$ cat config.mk
export PLATFORM = sky130hd
export DESIGN_NAME = gpio_pair_port
export DESIGN_NICKNAME = d
export VERILOG_FILES = /design/src/rtl/gpio_pkg.sv /design/src/rtl/gpio_sync.sv /design/src/rtl/gpio_prio_enc.sv /design/src/rtl/gpio_lane.sv /design/src/rtl/gpio_pair_port.sv
export SDC_FILE = /design/constraint.sdc
export NUM_CORES = 1
export LEC_CHECK = 0
export ABC_AREA = 1
export BUFFER_PORTS_ARGS = -buffer_cell sky130_fd_sc_hd__buf_2
export CAP_MARGIN = 15
export CORE_MARGIN = 1
export CORE_UTILIZATION = 25
export DETAILED_ROUTE_END_ITERATION = 8
export PLACE_DENSITY = 0.49
export RECOVER_POWER = 25
export SLEW_MARGIN = 20
export SYNTH_ARGS = -nofsm -noshare
export SYNTH_HDL_FRONTEND = slang
export SYNTH_SLANG_ARGS = --single-unit
$ cat constraint.sdc
create_clock -name clk_i -period 4.72 [get_ports clk_i]
set_input_delay 1.18 -clock clk_i [delete_from_list [all_inputs] [get_ports clk_i]]
set_output_delay 1.18 -clock clk_i [all_outputs]
set_load 0.01 [all_outputs]
$ cat src/rtl/gpio_pkg.sv
package gpio_pkg;
  localparam int REG_AW = 4;
  localparam logic [REG_AW-1:0] A_IN   = 4'd0;
  localparam logic [REG_AW-1:0] A_OUT  = 4'd1;
  localparam logic [REG_AW-1:0] A_DIR  = 4'd2;
  localparam logic [REG_AW-1:0] A_PULL = 4'd3;
  localparam logic [REG_AW-1:0] A_IEN  = 4'd4;
  localparam logic [REG_AW-1:0] A_EDGE = 4'd5;
  localparam logic [REG_AW-1:0] A_FLAG = 4'd6;
  localparam logic [REG_AW-1:0] A_VEC0 = 4'd7;
endpackage

$ cat src/rtl/gpio_sync.sv
module gpio_sync #(
  parameter int W = 8
) (
  input  logic         clk_i,
  input  logic         rst_ni,
  input  logic [W-1:0] pin_i,
  input  logic [W-1:0] fall_sel_i,
  output logic [W-1:0] level_o,
  output logic [W-1:0] edge_o
);
  logic [W-1:0] s1_q, s2_q, s3_q;

  always_ff @(posedge clk_i or negedge rst_ni) begin
    if (!rst_ni) begin
      s1_q <= '0;
      s2_q <= '0;
      s3_q <= '0;
    end else begin
      s1_q <= pin_i;
      s2_q <= s1_q;
      s3_q <= s2_q;
    end
  end

  // history-based detect: edge select change alone never fires
  assign level_o = s2_q;
  assign edge_o  = (s2_q & ~s3_q & ~fall_sel_i) | (~s2_q & s3_q & fall_sel_i);
endmodule

$ cat src/rtl/gpio_prio_enc.sv
module gpio_prio_enc #(
  parameter int W = 8,
  localparam int IW = (W > 1) ? $clog2(W) : 1
) (
  input  logic [W-1:0]  pend_i,
  output logic          valid_o,
  output logic [IW-1:0] idx_o,
  output logic [W-1:0]  code_o
);
  always_comb begin
    valid_o = 1'b0;
    idx_o   = '0;
    for (int i = W - 1; i >= 0; i--) begin
      if (pend_i[i]) begin
        valid_o = 1'b1;
        idx_o   = IW'(i);
      end
    end
  end

  assign code_o = valid_o ? W'((32'(idx_o) + 32'd1) * 32'd2) : '0;
endmodule

$ cat src/rtl/gpio_lane.sv
module gpio_lane
  import gpio_pkg::*;
#(
  parameter int PIN_W = 8,
  localparam int IW = (PIN_W > 1) ? $clog2(PIN_W) : 1
) (
  input  logic              clk_i,
  input  logic              rst_ni,
  input  logic              wr_i,
  input  logic [REG_AW-1:0] sel_i,
  input  logic [PIN_W-1:0]  wdata_i,
  input  logic              vec_rd_i,
  input  logic [PIN_W-1:0]  pin_i,
  output logic [PIN_W-1:0]  out_o,
  output logic [PIN_W-1:0]  oe_o,
  output logic [PIN_W-1:0]  pull_o,
  output logic [PIN_W-1:0]  rdata_o,
  output logic [PIN_W-1:0]  vec_o,
  output logic              irq_o
);
  logic [PIN_W-1:0] out_q, dir_q, pull_q, ien_q, fall_q, flag_q, flag_d;
  logic [PIN_W-1:0] level, edge_hit, pend;
  logic             vld;
  logic [IW-1:0]    idx;
  logic             flag_wr;

  gpio_sync #(.W(PIN_W)) u_sync (
    .clk_i      (clk_i),
    .rst_ni     (rst_ni),
    .pin_i      (pin_i),
    .fall_sel_i (fall_q),
    .level_o    (level),
    .edge_o     (edge_hit)
  );

  assign pend = flag_q & ien_q;

  gpio_prio_enc #(.W(PIN_W)) u_enc (
    .pend_i  (pend),
    .valid_o (vld),
    .idx_o   (idx),
    .code_o  (vec_o)
  );

  always_ff @(posedge clk_i or negedge rst_ni) begin
    if (!rst_ni) begin
      out_q  <= '0;
      dir_q  <= '0;
      pull_q <= '0;
      ien_q  <= '0;
      fall_q <= '0;
    end else if (wr_i) begin
      case (sel_i)
        A_OUT:   out_q  <= wdata_i;
        A_DIR:   dir_q  <= wdata_i;
        A_PULL:  pull_q <= wdata_i;
        A_IEN:   ien_q  <= wdata_i;
        A_EDGE:  fall_q <= wdata_i;
        default: ;
      endcase
    end
  end

  assign flag_wr = wr_i && (sel_i == A_FLAG);

  // order: software write, vector clear, then edges win
  always_comb begin
    flag_d = flag_q;
    if (flag_wr) flag_d = wdata_i;
    if (vec_rd_i && vld) flag_d[idx] = 1'b0;
    flag_d = flag_d | edge_hit;
  end

  always_ff @(posedge clk_i or negedge rst_ni) begin
    if (!rst_ni) flag_q <= '0;
    else         flag_q <= flag_d;
  end

  always_comb begin
    case (sel_i)
      A_IN:    rdata_o = level;
      A_OUT:   rdata_o = out_q;
      A_DIR:   rdata_o = dir_q;
      A_PULL:  rdata_o = pull_q;
      A_IEN:   rdata_o = ien_q;
      A_EDGE:  rdata_o = fall_q;
      A_FLAG:  rdata_o = flag_q;
      default: rdata_o = '0;
    endcase
  end

  assign out_o  = out_q;
  assign oe_o   = dir_q;
  assign pull_o = pull_q;
  assign irq_o  = |pend;

  AST_EDGE_SETS_FLAG: assert property (@(posedge clk_i) disable iff (!rst_ni)
    (|edge_hit) |=> ((flag_q & $past(edge_hit)) == $past(edge_hit)));
  AST_VEC_CLEARS: assert property (@(posedge clk_i) disable iff (!rst_ni)
    (vec_rd_i && vld && !edge_hit[idx] && !flag_wr) |=> !flag_q[$past(idx)]);
  AST_VEC_EVEN: assert property (@(posedge clk_i) disable iff (!rst_ni)
    vec_o[0] == 1'b0);
  AST_VEC_IDLE: assert property (@(posedge clk_i) disable iff (!rst_ni)
    (pend == '0) |-> (vec_o == '0));
  AST_IRQ_HAS_SOURCE: assert property (@(posedge clk_i) disable iff (!rst_ni)
    irq_o |-> vld);
endmodule

$ cat src/rtl/gpio_pair_port.sv
module gpio_pair_port
  import gpio_pkg::*;
#(
  parameter int PIN_W = 8,
  localparam int NPORT = 2,
  localparam int DW = PIN_W * NPORT
) (
  input  logic              clk_i,
  input  logic              rst_ni,
  input  logic [REG_AW-1:0] addr_i,
  input  logic              wr_en_i,
  input  logic              rd_en_i,
  input  logic [NPORT-1:0]  be_i,
  input  logic [DW-1:0]     wdata_i,
  output logic [DW-1:0]     rdata_o,
  input  logic [DW-1:0]     pin_i,
  output logic [DW-1:0]     pin_out_o,
  output logic [DW-1:0]     pin_oe_o,
  output logic [DW-1:0]     pin_pull_o,
  output logic [NPORT-1:0]  irq_o
);
  logic [DW-1:0]    lane_rd;
  logic [PIN_W-1:0] vec [NPORT];
  logic [NPORT-1:0] vec_hit;
  logic             reg_space;

  assign reg_space = (addr_i < A_VEC0);

  for (genvar p = 0; p < NPORT; p++) begin : g_lane
    localparam logic [REG_AW-1:0] VEC_ADDR = A_VEC0 + REG_AW'(p);
    assign vec_hit[p] = (addr_i == VEC_ADDR);

    gpio_lane #(.PIN_W(PIN_W)) u_lane (
      .clk_i    (clk_i),
      .rst_ni   (rst_ni),
      .wr_i     (wr_en_i && be_i[p] && reg_space),
      .sel_i    (addr_i),
      .wdata_i  (wdata_i[p*PIN_W +: PIN_W]),
      .vec_rd_i (rd_en_i && vec_hit[p]),
      .pin_i    (pin_i[p*PIN_W +: PIN_W]),
      .out_o    (pin_out_o[p*PIN_W +: PIN_W]),
      .oe_o     (pin_oe_o[p*PIN_W +: PIN_W]),
      .pull_o   (pin_pull_o[p*PIN_W +: PIN_W]),
      .rdata_o  (lane_rd[p*PIN_W +: PIN_W]),
      .vec_o    (vec[p]),
      .irq_o    (irq_o[p])
    );
  end

  // vectors are byte-wide per port; no paired vector
  always_comb begin
    rdata_o = '0;
    if (rd_en_i) begin
      if (reg_space) rdata_o = lane_rd;
      for (int p = 0; p < NPORT; p++)
        if (vec_hit[p]) rdata_o = DW'(vec[p]);
    end
  end

  AST_LANE_ISOLATE: assert property (@(posedge clk_i) disable iff (!rst_ni)
    (wr_en_i && be_i == 2'b01 && addr_i == A_OUT) |=> $stable(pin_out_o[DW-1:PIN_W]));
  AST_IN_READONLY: assert property (@(posedge clk_i) disable iff (!rst_ni)
    (wr_en_i && addr_i == A_IN) |=> ($stable(pin_out_o) && $stable(pin_oe_o) && $stable(pin_pull_o)));
endmodule

==> impl_metrics.env <==
export IMPL_final_nets=961
export IMPL_vias_per_cell=4.45
export IMPL_crit_fanout=10
export IMPL_min_path_type="reg -> reg"
export IMPL_synth_seq_cells=144
export IMPL_drt_wl_total_mm=20.7
export IMPL_ys_seq_area_share_pct=54.8
export IMPL_start_kind="input port"
export IMPL_synth_enable_flop_cells=0
export IMPL_p_int_mw=2.42
export IMPL_reg2reg_to="g_lane[0].u_lane.flag_q[2]"
export IMPL_worstSetupPathType="in -> out"
export IMPL_portBuffers=107
export IMPL_cts_sinks=144
export IMPL_leakagePower_nw=4.02
export IMPL_p_switching_mw=1.00
export IMPL_p_sw_share_pct=29.2
export IMPL_grt_remaining_overflow=0
export IMPL_finalHoldViolations=0
export IMPL_whs_path_depth=0
export IMPL_die_y_um=164
export IMPL_cts_tree="built"
export IMPL_synth_nets=842
export IMPL_vdd_ir_drop_max_v=0.000208
export IMPL_grt_max_degree=74
export IMPL_drive_above_1_share_pct=18.3
export IMPL_syn_area_per_cell_um2=8.24
export IMPL_p_seq_share_pct=42.9
export IMPL_outcome="complete, but fails checks"
export IMPL_grt_pass1_wl_mm=32.3
export IMPL_yosysWarnings=0
export IMPL_layout_worst_path_cycle_share_pct=83.9
export IMPL_cts_hold_buf=0
export IMPL_cts_root_buffer="clkbuf_16"
export IMPL_period_needed_ps=3960
export IMPL_async_reset_ff_share_pct=100
export IMPL_comb_power_share_pct=16.8
export IMPL_syn_inst=798
export IMPL_drtIter0Drc=415
export IMPL_netlist_area_mm2=0.00657
export IMPL_min_from="g_lane[1].u_lane.u_sync.s1_q[0]"
export IMPL_endpoint_kind="output port"
export IMPL_clkPwrFrac_pct=40.3
export IMPL_max_cap_viol_count=1
export IMPL_numCtsBuffers=17
export IMPL_hpwl_mm=15.4
export IMPL_area_growth_pct=23.5
export IMPL_whs_endpoint="g_lane[1].u_lane.u_sync.level_o[0]"
export IMPL_setup_ws_ps=759
export IMPL_final_antenna_net_count=0
export IMPL_die_area_mm2=0.0269
export IMPL_rsz0062_at_grt="no"
export IMPL_clk_path_buf_depth=2
export IMPL_clkTransAtPathRegs_ps=50
export IMPL_synth_flop_cell="dfrtp_1"
export IMPL_finalMaxSlewViolations=74
export IMPL_gp_congestion=0.904
export IMPL_final_setup_viol_count=0
export IMPL_finalSetupTns_ps=0
export IMPL_start_util_pct=25.8
export IMPL_core_mm2=0.0255
export IMPL_final_cell_mix="nand2_1 (220), dfrtp_1 (144), inv_1 (117)"
export IMPL_rows=58
export IMPL_htreeDepth=4
export IMPL_die_w_um=164
export IMPL_fmax_mhz=252
export IMPL_yosys_cell_types_count=33
export IMPL_ff2ff_path_depth=10
export IMPL_first_pass_iters=5
export IMPL_grt_use_total_pct=16.3
export IMPL_violations="capacitance limit, slew limit"
export IMPL_wl_per_cell_um=16.4
export IMPL_worst_pin_slew_ps=1850
export IMPL_clock_latency_ps=430
export IMPL_antenna_found_initial=3
export IMPL_relSlewSlack_pct=-23.5
export IMPL_final_common_cell="nand2_1"
export IMPL_drcViolationCount=0
export IMPL_cts_setup_buffers=0
export IMPL_finClkSkew_ps=11.5
export IMPL_grt_pass1_vias=5584
export IMPL_cp_startpoint="addr_i[2]"
export IMPL_place_ws_ps=780
export IMPL_vias=5616
export IMPL_ios=108
export IMPL_timing_rr_start="g_lane[0].u_lane.ien_q[7]"
export IMPL_required_ps=3540
export IMPL_worstPathArrival_ps=2780
export IMPL_powerDensity_mw_per_mm2=422
export IMPL_rrSetupSlack_ps=2840
export IMPL_cts_resized=0
==> final cells by class <==
class                      count  area (um2)
tap                          330         413
sequential                   144        3600
fill                        2687       17400
inverter                     123         462
antenna                        1        2.50
timing repair buffer         121         641
clock buffer                  22         464
clock inverter                10         135
multi-input combinational    510        2400
==> how the worst max path moves through the flow <==
stage | endpoint | slack, ps | cells past startpoint
2_1_floorplan | rdata_o[0] | 1330 | 6
3_3_place_gp | rdata_o[15] | 820 | 8
3_5_place_dp | rdata_o[1] | 780 | 10
4_1_cts | rdata_o[1] | 780 | 10
5_1_grt | rdata_o[1] | 560 | 10
6_report | rdata_o[1] | 760 | 10
==> worst max-delay path, stage by stage <==
cell,delay [ps]
buf_2,120
nor2_1,210
nand2_1,300
buf_4,290
o22ai_1,160
a21oi_1,60
nand3_1,80
nand2_1,70
a21oi_1,130
buf_2,180
==> power groups by stage <==
stage	clock [mW]	combinational, mW	sequential (mW)
2_1_floorplan	0	0.295	1.50
3_5_place_dp	0	0.581	1.49
4_1_cts	1.42	0.584	1.47
6_report	1.38	0.576	1.47
3_3_place_gp	0	0.579	1.49
5_1_grt	1.47	0.662	1.49
==> sequential cells by signal, indices dropped and copies added (netlist names) <==
signal,cells
g_lane.u_lane.fall_q,16
g_lane.u_lane.flag_q,16
g_lane.u_lane.ien_q,16
g_lane.u_lane.oe_o,16
g_lane.u_lane.out_o,16
g_lane.u_lane.pull_o,16
g_lane.u_lane.u_sync.level_o,16
g_lane.u_lane.u_sync.s1_q,16
g_lane.u_lane.u_sync.s3_q,16
==> synth_stat cells (3+ instances only) <==
cell,n,area share [%]
nand2_1,220,13
dfrtp_1,144,55
inv_1,117,6.7
o21ai_0,102,7.8
nor2_1,46,2.6
nand3_1,36,2.7
a21oi_1,23,1.8
o22ai_1,21,2.0
o21ai_1,15,1.1
buf_2,14,1.1
nor2_2,7,0.67
o221ai_1,6,0.80
buf_4,4,0.46
inv_2,4,0.23
o211ai_1,4,0.46
clkbuf_1,3,0.17
nand2_2,3,0.29
nand4_1,3,0.29
nor2_4,3,0.51
nor3b_1,3,0.34
==> cell families after synthesis <==
group / after synthesis / synth area share (%)
and+or+nand+nor: 327 / 21.0
AOI/OAI and AO/OA: 181 / 15.1
adders and majority gates: 2 / 0.381
DFF: 144 / 54.8
buffers and inverters: 144 / 8.72
==> through the flow <==
| step | cell area (um2) | power (mW) | utilization (%) | instances | hold WS [ps] |
|---|---|---|---|---|---|
| 3_3_place_gp | 7520 | 2.07 | 29.5 | 1228 | 334 |
| 2_1_floorplan | 6570 | 1.80 | - | 798 | 331 |
| 4_1_cts | 8120 | 3.47 | 31.9 | 1260 | 346 |
| 3_5_place_dp | 7520 | 2.07 | 29.5 | 1228 | 335 |
| 6_report | 8120 | 3.43 | 31.9 | 1261 | 346 |
| 5_1_grt | 8120 | 3.62 | 31.9 | 1261 | 343 |
==> metal layers <==
layer / part of all wire (%) / GRT usage (%) / vias to the layer above
met5: 0.12 / 0 / -
met4: 2.9 / 6.90 / 4
met3: 6.1 / 4.70 / 35
met2: 45 / 24.4 / 148
met1: 46 / 21.7 / 2616
li1: - / - / 2813
(Power assumes the default switching activity.)
